## config.mk

```make
export PLATFORM = sky130hd
export DESIGN_NAME = priv_irq_pend
export DESIGN_NICKNAME = d
export VERILOG_FILES = /design/src/rtl/pip_pkg.sv /design/src/rtl/pip_line_edge.sv /design/src/rtl/pip_sgi_gate.sv /design/src/rtl/pip_pend_bank.sv /design/src/rtl/priv_irq_pend.sv
export SDC_FILE = /design/constraint.sdc
export NUM_CORES = 1
export LEC_CHECK = 0
export BUFFER_PORTS_ARGS = -buffer_cell sky130_fd_sc_hd__buf_2
export CAP_MARGIN = 20
export CORE_MARGIN = 1
export CORE_UTILIZATION = 25
export CTS_BUF_LIST = sky130_fd_sc_hd__clkbuf_16
export CTS_CLUSTER_DIAMETER = 80
export DETAILED_ROUTE_END_ITERATION = 7
export SYNTH_ARGS = -nofsm -noshare
export SYNTH_HDL_FRONTEND = slang
export SYNTH_SLANG_ARGS = --single-unit
```

## constraint.sdc

```tcl
create_clock -name clk -period 2.51 [get_ports clk]
set_input_delay 0.251 -clock clk [delete_from_list [all_inputs] [get_ports clk]]
set_output_delay 0.251 -clock clk [all_outputs]
set_load 0.05 [all_outputs]
```

## src/rtl/pip_pkg.sv

```systemverilog
package pip_pkg;

  typedef enum logic [1:0] {
    GRP_G0   = 2'd0,
    GRP_G1S  = 2'd1,
    GRP_G1NS = 2'd2,
    GRP_BAD  = 2'd3
  } grp_e;

  // Configured group of one interrupt from its group bit, modifier and
  // the global security-off flag.
  function automatic grp_e cfg_to_grp(input logic grp_bit,
                                      input logic mod_bit,
                                      input logic sec_off);
    grp_e g;
    if (grp_bit)                 g = GRP_G1NS;
    else if (mod_bit && !sec_off) g = GRP_G1S;
    else                         g = GRP_G0;
    return g;
  endfunction

endpackage

```

## src/rtl/pip_line_edge.sv

```systemverilog
module pip_line_edge #(
  parameter int NUM_LINE = 16
) (
  input  logic                clk,
  input  logic                rst,
  input  logic [NUM_LINE-1:0] line_lvl,
  input  logic [NUM_LINE-1:0] edge_mode,
  output logic [NUM_LINE-1:0] rise_set
);

  logic [NUM_LINE-1:0] lvl_q;

  for (genvar i = 0; i < NUM_LINE; i++) begin : g_line
    // Stored level only moves when the sample differs from it.
    always_ff @(posedge clk) begin
      if (rst)
        lvl_q[i] <= 1'b0;
      else if (line_lvl[i] != lvl_q[i])
        lvl_q[i] <= line_lvl[i];
    end

    assign rise_set[i] = line_lvl[i] & ~lvl_q[i] & edge_mode[i];
  end

endmodule

```

## src/rtl/pip_sgi_gate.sv

```systemverilog
module pip_sgi_gate
  import pip_pkg::*;
#(
  parameter int NUM_SGI = 16,
  parameter int ID_W    = 5,
  parameter int ACC_W   = 2
) (
  input  logic                     req_valid,
  input  logic [ID_W-1:0]          req_id,
  input  logic [1:0]               req_grp,
  input  logic                     req_ns,
  input  logic [NUM_SGI-1:0]       cfg_group,
  input  logic [NUM_SGI-1:0]       cfg_grpmod,
  input  logic [ACC_W*NUM_SGI-1:0] cfg_nsacc,
  input  logic                     cfg_secdis,
  output logic                     accept,
  output logic                     reject,
  output logic [NUM_SGI-1:0]       sgi_set
);

  localparam int IDX_W = $clog2(NUM_SGI);

  logic             id_ok;
  logic [IDX_W-1:0] idx;
  grp_e             conf_grp;
  grp_e             want_grp;
  logic [ACC_W-1:0] acc_lvl;
  logic             grp_ok;
  logic             acc_ok;

  assign id_ok = (req_id < ID_W'(NUM_SGI));
  assign idx   = req_id[IDX_W-1:0];

  always_comb begin
    conf_grp = cfg_to_grp(cfg_group[idx], cfg_grpmod[idx], cfg_secdis);
    want_grp = grp_e'(req_grp);
    // A secure group-1 request lands on a group-0 interrupt as group 0.
    if (want_grp == GRP_G1S && conf_grp == GRP_G0)
      want_grp = GRP_G0;
    grp_ok  = (want_grp == conf_grp);
    acc_lvl = cfg_nsacc[idx*ACC_W +: ACC_W];
    acc_ok  = 1'b1;
    if (req_ns && !cfg_secdis) begin
      if (conf_grp == GRP_G0  && acc_lvl < ACC_W'(1)) acc_ok = 1'b0;
      if (conf_grp == GRP_G1S && acc_lvl < ACC_W'(2)) acc_ok = 1'b0;
    end
  end

  assign accept = req_valid & id_ok & grp_ok & acc_ok;
  assign reject = req_valid & ~accept;

  for (genvar s = 0; s < NUM_SGI; s++) begin : g_dec
    assign sgi_set[s] = accept && (idx == IDX_W'(s));
  end

endmodule

```

## src/rtl/pip_pend_bank.sv

```systemverilog
module pip_pend_bank #(
  parameter int NUM_IRQ = 32
) (
  input  logic               clk,
  input  logic               rst,
  input  logic [NUM_IRQ-1:0] set_now,
  input  logic [NUM_IRQ-1:0] clr_now,
  output logic [NUM_IRQ-1:0] pend_q,
  output logic [NUM_IRQ-1:0] set_q
);

  for (genvar b = 0; b < NUM_IRQ; b++) begin : g_bit
    always_ff @(posedge clk) begin
      if (rst) begin
        pend_q[b] <= 1'b0;
        set_q[b]  <= 1'b0;
      end else begin
        set_q[b] <= set_now[b];
        // set has priority over a coincident clear
        if (set_now[b])      pend_q[b] <= 1'b1;
        else if (clr_now[b]) pend_q[b] <= 1'b0;
      end
    end
  end

endmodule

```

## src/rtl/priv_irq_pend.sv

```systemverilog
module priv_irq_pend #(
  parameter int NUM_SGI  = 16,
  parameter int NUM_LINE = 16,
  parameter int ID_W     = 5,
  parameter int ACC_W    = 2,
  localparam int NUM_IRQ = NUM_SGI + NUM_LINE
) (
  input  logic                     clk,
  input  logic                     rst,
  input  logic [NUM_LINE-1:0]      line_lvl,
  input  logic                     req_valid,
  input  logic [ID_W-1:0]          req_id,
  input  logic [1:0]               req_grp,
  input  logic                     req_ns,
  input  logic [NUM_SGI-1:0]       cfg_group,
  input  logic [NUM_SGI-1:0]       cfg_grpmod,
  input  logic [NUM_LINE-1:0]      cfg_edge,
  input  logic [ACC_W*NUM_SGI-1:0] cfg_nsacc,
  input  logic                     cfg_secdis,
  input  logic [NUM_IRQ-1:0]       pend_clr,
  output logic [NUM_IRQ-1:0]       pend_q,
  output logic [NUM_IRQ-1:0]       pend_set,
  output logic                     req_ack,
  output logic                     req_nak
);

  logic [NUM_LINE-1:0] line_rise;
  logic [NUM_SGI-1:0]  sgi_hit;
  logic                acc_c;
  logic                rej_c;
  logic [NUM_IRQ-1:0]  set_all;

  pip_line_edge #(.NUM_LINE(NUM_LINE)) u_edge (
    .clk       (clk),
    .rst       (rst),
    .line_lvl  (line_lvl),
    .edge_mode (cfg_edge),
    .rise_set  (line_rise)
  );

  pip_sgi_gate #(
    .NUM_SGI (NUM_SGI),
    .ID_W    (ID_W),
    .ACC_W   (ACC_W)
  ) u_gate (
    .req_valid  (req_valid),
    .req_id     (req_id),
    .req_grp    (req_grp),
    .req_ns     (req_ns),
    .cfg_group  (cfg_group),
    .cfg_grpmod (cfg_grpmod),
    .cfg_nsacc  (cfg_nsacc),
    .cfg_secdis (cfg_secdis),
    .accept     (acc_c),
    .reject     (rej_c),
    .sgi_set    (sgi_hit)
  );

  assign set_all = {line_rise, sgi_hit};

  pip_pend_bank #(.NUM_IRQ(NUM_IRQ)) u_bank (
    .clk     (clk),
    .rst     (rst),
    .set_now (set_all),
    .clr_now (pend_clr),
    .pend_q  (pend_q),
    .set_q   (pend_set)
  );

  always_ff @(posedge clk) begin
    if (rst) begin
      req_ack <= 1'b0;
      req_nak <= 1'b0;
    end else begin
      req_ack <= acc_c;
      req_nak <= rej_c;
    end
  end

endmodule

```

==> results of run 1 <==
[metrics by stage]
step | cell area [um^2] | std cells | total power [mW] | util, % | hold slack (ps)
after floorplan | 3550 | 340 | 1.75 | - | 388
after global placement | 4770 | 712 | 1.93 | 34.4 | 455
after detailed placement | 4770 | 712 | 1.95 | 34.4 | 465
after CTS | 5110 | 728 | 3.47 | 36.8 | 143
after global routing | 5110 | 728 | 3.57 | 36.8 | 160
final | 5110 | 728 | 3.42 | 36.8 | 157
[Yosys cell counts (3+ instances only)]
library cell,number
mux4_2,16
or3_1,9
nor4_2,4
o21ai_1,3
nand2b_1,27
buf_6,3
nor4_1,3
o41ai_2,4
o41ai_1,3
dfxtp_1,82
buf_2,3
ha_1,16
a21oi_1,18
clkbuf_1,13
nand2_1,20
nor2_1,44
a22oi_1,3
mux2i_1,16
o22ai_1,6
or3b_2,10
inv_1,18
[state kept, by name, summed over array words and instances, names as in the netlist]
register and count:
req_ack 1, req_nak 1, u_bank.set_q 32, u_edge.lvl_q 16, u_bank.pend_q 32
[layout make-up]
class / count / area, um^2
fillers: 1416 / 8770
multi-input cells: 221 / 1750
flip-flops and latches: 82 / 1640
repair buffers: 211 / 1090
clock buffers: 9 / 225
well taps: 180 / 225
clock inverters: 7 / 118
inverters: 18 / 67.6
[metal layers]
layer / vias to the layer above / wire length (um)
met2: 166 / 5140
met1: 1487 / 4060
li1: 1597 / -
met3: 11 / 782
met5: - / 0
met4: 0 / 141
[kinds of logic after synthesis]
kind of cell | Yosys count | share of synthesized area, %
AND/OR/NAND/NOR | 131 | 20.1
AO/OA/AOI/OAI | 42 | 8.80
buffers and inverters | 37 | 4.65
flip-flops | 82 | 46.2
multiplexers | 32 | 14.6
adder cells (fa/ha/maj) | 16 | 5.63
[power by group through the flow]
stage | Combinational [mW] | Sequential (mW) | Clock [mW]
floorplan | 0.240 | 1.51 | 0
global placement | 0.527 | 1.40 | 0
detailed placement | 0.540 | 1.41 | 0
CTS | 0.541 | 1.38 | 1.55
global route | 0.586 | 1.38 | 1.60
finish | 0.534 | 1.38 | 1.51
[tightest hold or removal path: cells and delay by family]
kind	cells	cell delay, ps
buffers and inverters	1	70
AND/OR/NAND/NOR	2	120
[final timing paths]
check                          from  slack (ps)  cells past startpoint                end
setup reg to reg   u_edge.lvl_q[12]        1480                      4   u_edge.lvl_q[12]
setup / recovery          req_id[0]         370                      8   u_bank.pend_q[3]
hold / removal         cfg_edge[12]         160                      3   u_bank.set_q[28]
hold reg to reg   u_bank.pend_q[19]         470                      2  u_bank.pend_q[19]
==> reports/qor.yml, run 1 <==
outcome: "completed"
combPwrFrac_pct: 15.6
routed_wl_um: 10100
synth_area_leader_cell: "dfxtp_1"
synth_area_per_cell_um2: 10.5
io_buffers: 205
seq_power_share_pct: 40.3
clk_latency_ps: 330
synth_nets: 496
switching_share_pct: 25.2
drv_slew: 0
drv_cap: 0
critical_path.slowest_cell: "mux4_2"
diodes: 0
cts_buffer_depth: 2
yosysWarnings: 0
worstPathArrival_ps: 2370
ir_drop_mv: 0.358
cp.required_ps: 2740
synth-edff-count: 0
layout_common_cells: "buf_2, dfxtp_1, nor2_1"
power.net_switching_mw: 0.860
power-per-cell-area_nw_per_um2: 668
finalCriticalPeriod_ps: 2140
cts_tree: "built"
hold_viol_final: 0
place_ws_ps: 26.8
tightest_slew_ps: 664
cp_slowest_stage_delay_ps: 550
post_cts_buffers: 0
maxSlewHeadroom_pct: 55.7
synth_top_area_share_pct: 46.2
power_leakage_nw: 2.42
synth.distinct_cells: 36
track_usage_pct: 13.6
synthFlopType: "dfxtp_1"
clk_pin_slew_worst_paths_ps: 70
ant_nets: 0
area_delta_synth_final_pct: 43.9
cts_buffers: 9
grt_pass1_vias: 3154
fp-row-count: 43
grt_pass1_wl_um: 15300
vias: 3261
synth_area_um2: 3550
via_per_inst: 4.48
antenna_found_initial: 0
grt_busiest_layer: "met2"
p_int_mw: 2.56
synth.area.top_cells: "dfxtp_1, mux4_2, ha_1"
path_max_fanout: 11
drt_drc_violations_left: 0
ys_ff_latch: 82
critPathTopFamily: "compound AO/OA/AOI/OAI gates"
drt_iter0_drc: 104
path_cells: "buf_2 -> mux4_2 -> a22oi_1 -> nand3_1 -> a221oi_2 -> nor2_4 -> buf_4 -> o41ai_1"
final_nets: 699
die_w_um: 121
clock_power_share_pct: 44.1
met1_usage_pct: 14.4
ctsRootBufferMaster: "clkbuf_16"
grtUsageMet2_pct: 25.9
die_area_um2: 14700
final_common_cell: "buf_2"
cts_max_level: 3
layout-drive-gt1-share_pct: 48.4
ios: 206
wl_per_cell_um: 13.9
drt-pass1-iter-count: 4
async_flop_share_pct: 0
fin_worst_skew_ps: 8.45
startpoint_type: "input pin"
tns_ps: 0
dp_hpwl_um: 8040
hold_class: "in -> reg"
core_um2: 13900
synth_cells: 340
finalCritPeriodShare_pct: 85.4
initial_utilization_pct: 25.6
cts_sinks: 82
crit_buf_inv: 2
rsz0062_at_grt: "false"
met3_usage_pct: 3.57
yosysSeqAreaShare_pct: 46.2
gp_congestion: 0.813
fmax_mhz: 466
final.setup.worst_slack_ps: 365
critPathKind: "in -> reg"
die_height_um: 121
grt_max_degree: 67
cts-resized-gates: 0
cts-hold-fix-buffers: 0
setup_viol: 0
grt_overflow: 0
cp-end-kind: "flip-flop"
Power figures use the tool's default switching activity.
==> inputs of run 2 (changes only) <==
--- a/config.mk
+++ b/config.mk
@@ -7,11 +7,14 @@
 export LEC_CHECK = 0
 export BUFFER_PORTS_ARGS = -buffer_cell sky130_fd_sc_hd__buf_2
 export CAP_MARGIN = 20
+export CELL_PAD_IN_SITES_DETAIL_PLACEMENT = 1
+export CELL_PAD_IN_SITES_GLOBAL_PLACEMENT = 1
 export CORE_MARGIN = 1
 export CORE_UTILIZATION = 25
 export CTS_BUF_LIST = sky130_fd_sc_hd__clkbuf_16
 export CTS_CLUSTER_DIAMETER = 80
 export DETAILED_ROUTE_END_ITERATION = 7
+export PLACE_DENSITY_LB_ADDON = 0.1
 export SYNTH_ARGS = -nofsm -noshare
 export SYNTH_HDL_FRONTEND = slang
 export SYNTH_SLANG_ARGS = --single-unit
==> run 2 against run 1 <==
Compared with the run above: clock skew decreased by 4.2 ps; sequential power hardly changed; core utilization decreased by 0.52 points; critical path type unchanged; largest cell class unchanged; highest routed layer unchanged.
==> reports/qor.yml, run 2 (synthesized netlist as in run 1, its figures left out) <==
drv_cap: 0
die_area_um2: 14700
cp.required_ps: 2750
finish.instance_area_um2: 5040
power_leakage_nw: 2.38
cts_sinks: 82
cts_buffers: 9
finalCriticalPeriod_ps: 2170
ir_drop_mv: 0.297
grt_max_degree: 50
die_height_um: 121
ios: 206
fp-row-count: 43
power_mw: 3.13
r2r_cells: 4
clk_pin_slew_worst_paths_ps: 70
top_regs: "u_bank.pend_q x32, u_bank.set_q x32, u_edge.lvl_q x16"
outcome: "completed"
tns_ps: 0
r2r-start: "u_edge.lvl_q[2]"
maxSlewHeadroom_pct: 42.5
place_inst: 710
critPathKind: "in -> reg"
layout-drive-gt1-share_pct: 48.2
dpl-instance-area_um2: 4760
setup_viol: 0
wl_per_cell_um: 14.1
path_max_fanout: 33
fmax_mhz: 460
grt_overflow: 0
post_cts_buffers: 0
area_delta_synth_final_pct: 41.9
final_common_cell: "buf_2"
diodes: 0
clk_latency_ps: 340
final_nets: 697
finalCritPeriodShare_pct: 86.5
antenna_found_initial: 0
worstPathArrival_ps: 2410
final.setup.worst_slack_ps: 338
hold_class: "in -> reg"
grt_pass1_vias: 3275
r2r_setup_slack_ps: 1490
ctsRootBufferMaster: "clkbuf_16"
startpoint: "req_id[0]"
grt_pass1_wl_um: 15900
dp_hpwl_um: 8100
hold_viol_final: 0
drv_slew: 0
power-per-cell-area_nw_per_um2: 622
layout_common_cells: "buf_2, dfxtp_1, nor2_1"
tightest_slew_ps: 862
rsz0062_at_grt: "false"
critPathCapture: "u_bank.pend_q[3]"
r2r_end: "u_edge.lvl_q[2]"
fin_worst_skew_ps: 4.23
via_per_inst: 4.41
die_w_um: 121
io_buffers: 205
ant_nets: 0
place_ws_ps: -50.7
cts_tree: "built"
drt-pass1-iter-count: 4
instances_no_fill: 726
initial_utilization_pct: 25.6
gp_congestion: 0.731
startpoint_type: "input pin"
drt_iter0_drc: 110
core_um2: 13900
track_usage_pct: 14.2
cts_buffer_depth: 2
cp-end-kind: "flip-flop"
routed_wl_um: 10200
cts-resized-gates: 0
vias: 3200
cts-hold-fix-buffers: 0
drt_drc_violations_left: 0
cts_max_level: 3
-- run 2: cell count changes in the layout (fill, tap and decap cells not counted) --
cell	previous run	this run
buf_12	1	2
clkinvlp_4	0	1
bufinv_16	3	0
clkinv_4	2	3
buf_4	6	2
inv_8	0	1
nor2_2	0	1
buf_2	204	205
nor2_4	1	0
-- run 2: power by group --
part / switching [mW] / internal [mW]
registers: 0.0215 / 1.35
clock network: 0.553 / 0.678
logic: 0.298 / 0.231
total: 0.872 / 2.26
-- run 2: worst max-delay path, stage by stage --
cell and delay [ps]:
buf_2 220, buf_12 200, mux4_2 510, a22oi_1 240, nand3_1 120, a221oi_2 260
nor2_2 100, buf_12 180, o41ai_1 310
-- run 2: layout make-up --
class                   instances  area [um^2]
flip-flops and latches         82         1640
fillers                      1664         8840
clock inverters                 7         55.1
repair buffers                209         1080
clock buffers                   9          225
well taps                     180          225
inverters                      18         67.6
multi-input cells             221         1750
-- run 2: per-stage QoR --
| step | util (%) | hold WS [ps] |
|---|---|---|
| 2_1_floorplan | - | 388 |
| 3_3_place_gp | 34.3 | 459 |
| 3_5_place_dp | 34.3 | 467 |
| 4_1_cts | 36.3 | 143 |
| 5_1_grt | 36.3 | 145 |
| 6_report | 36.3 | 158 |
-- run 2: routing by layer --
metal,global-route usage (%),part of all wire [%]
met5,0,0
met3,4.51,7.2
met1,16.1,41
met2,24.6,50
met4,5.32,1.2
-- run 2: worst min-delay path by stage --
| stage | from | endpoint | slack, ps | cells after the start |
|---|---|---|---|---|
| 4_1_cts | cfg_edge[7] | u_bank.set_q[23] | 140 | 3 |
| 6_report | cfg_edge[4] | u_bank.set_q[20] | 160 | 3 |
| 2_1_floorplan | cfg_edge[4] | u_bank.set_q[20] | 390 | 2 |
| 3_3_place_gp | u_bank.pend_q[24] | u_bank.pend_q[24] | 460 | 2 |
| 3_5_place_dp | u_bank.pend_q[16] | u_bank.pend_q[16] | 470 | 2 |
| 5_1_grt | cfg_edge[8] | u_bank.set_q[24] | 150 | 3 |
==> inputs of run 3 (changes only) <==
--- a/config.mk
+++ b/config.mk
@@ -15,6 +15,7 @@
 export CTS_CLUSTER_DIAMETER = 80
 export DETAILED_ROUTE_END_ITERATION = 7
 export PLACE_DENSITY_LB_ADDON = 0.1
+export REMOVE_ABC_BUFFERS = 1
 export SYNTH_ARGS = -nofsm -noshare
 export SYNTH_HDL_FRONTEND = slang
 export SYNTH_SLANG_ARGS = --single-unit
==> run 3 against run 2 <==
Compared with the run above: sequential share of layout area shrank 0.22 points; count of clock-buffer cells in the layout is the same; register-to-register slack lost 30 ps; combinational power is essentially flat; first-iteration DRC count grew 4.5%; hold slack lost 2.2 ps; die area is the same; critical endpoint is now u_bank.pend_q[7]; largest cell class unchanged.
==> reports/qor.yml, run 3 (synthesized netlist as in run 1, its figures left out) <==
outcome: "completed"
vias: 3249
cts_max_level: 3
ios: 206
cp.required_ps: 2730
power_leakage_nw: 2.41
drv_cap: 0
tightest_slew_ps: 725
instances_no_fill: 726
hold_class: "in -> reg"
grt_overflow: 0
finalCritPeriodShare_pct: 86.8
dp_hpwl_um: 8380
cts-resized-gates: 0
area_delta_synth_final_pct: 42.9
core_um2: 13900
cts_sinks: 82
critPathKind: "in -> reg"
dpl-instance-area_um2: 4780
power_mw: 3.25
path_max_fanout: 14
seq_power_share_pct: 42.4
final_common_cell: "buf_2"
clock_power_share_pct: 41.2
combPwrFrac_pct: 16.4
die_area_um2: 14700
maxSlewHeadroom_pct: 51.6
switching_share_pct: 24.9
worstPathArrival_ps: 2400
clk_pin_slew_worst_paths_ps: 60
cts_tree: "built"
wl_per_cell_um: 14.1
layout_common_cells: "buf_2, dfxtp_1, nor2_1"
r2r-start: "u_edge.lvl_q[11]"
drt_iter0_drc: 115
drt-pass1-iter-count: 4
antenna_found_initial: 1
cts-hold-fix-buffers: 0
grt_pass1_wl_um: 15900
grt_pass1_vias: 3354
die_height_um: 121
hold_viol_final: 0
track_usage_pct: 14.2
cp-end-kind: "flip-flop"
initial_utilization_pct: 25.6
post_cts_buffers: 0
clk_latency_ps: 330
finalCriticalPeriod_ps: 2180
fin_worst_skew_ps: 1.46
fmax_mhz: 459
cts_buffer_depth: 2
top_regs: "u_bank.pend_q x32, u_bank.set_q x32, u_edge.lvl_q x16"
via_per_inst: 4.48
p_int_mw: 2.44
grt_max_degree: 71
rsz0062_at_grt: "false"
drt_drc_violations_left: 0
ir_drop_mv: 0.290
power-per-cell-area_nw_per_um2: 639
place_inst: 711
power.net_switching_mw: 0.808
fp-row-count: 43
ctsRootBufferMaster: "clkbuf_16"
routed_wl_um: 10300
cts_buffers: 9
setup_viol: 0
ant_nets: 0
drv_slew: 0
diodes: 0
startpoint: "req_id[0]"
gp_congestion: 0.821
finish.instance_area_um2: 5080
layout-drive-gt1-share_pct: 47.4
r2r_cells: 4
die_w_um: 121
startpoint_type: "input pin"
io_buffers: 205
holdPathStages: 3
final_nets: 698
worstHoldStart: "cfg_edge[12]"
## run 3: power groups by stage
stage	Combinational (mW)	Clock, mW	Sequential, mW
after global routing	0.588	1.44	1.38
after global placement	0.530	0	1.40
final	0.532	1.34	1.38
after floorplan	0.203	0	1.51
after CTS	0.544	1.38	1.38
after detailed placement	0.543	0	1.41
## run 3: area by class of cell
class | count | area, um^2
Clock buffer | 9 | 225
Multi-Input combinational cell | 221 | 1750
Inverter | 18 | 67.6
Sequential cell | 82 | 1640
Timing Repair Buffer | 210 | 1090
Fill cell | 1645 | 8800
Tap cell | 180 | 225
Clock inverter | 6 | 75.1
## run 3: per-layer routing
| metal | GRT usage (%) | vias up | share of wire, % |
|---|---|---|---|
| li1 | - | 1593 | - |
| met1 | 15.5 | 1484 | 39 |
| met2 | 25.0 | 153 | 50 |
| met3 | 4.37 | 19 | 9.0 |
| met4 | 6.10 | 0 | 2.4 |
| met5 | 0 | - | 0 |
## run 3: worst paths after layout
kind,slack [ps],end
max,330,u_bank.pend_q[7]
min,160,u_bank.set_q[28]
max reg2reg,1460,u_edge.lvl_q[11]
min reg2reg,470,u_bank.pend_q[30]
## run 3: worst max-delay path: stages
cell and delay [ps]:
buf_2 340, mux4_2 560, a22oi_1 260, nand3_1 120, a221oi_2 300, nor2_4 100
buf_12 160, o41ai_1 300
## run 3: per-stage QoR
stage	TNS [ps]	hold slack [ps]	worst slack (ps)	util, %
floorplan	0	320	150	-
global placement	0	455	21.4	34.4
detailed placement	-720	458	-86.8	34.4
CTS	0	151	270	36.6
global route	0	171	99.6	36.6
finish	0	156	330	36.6
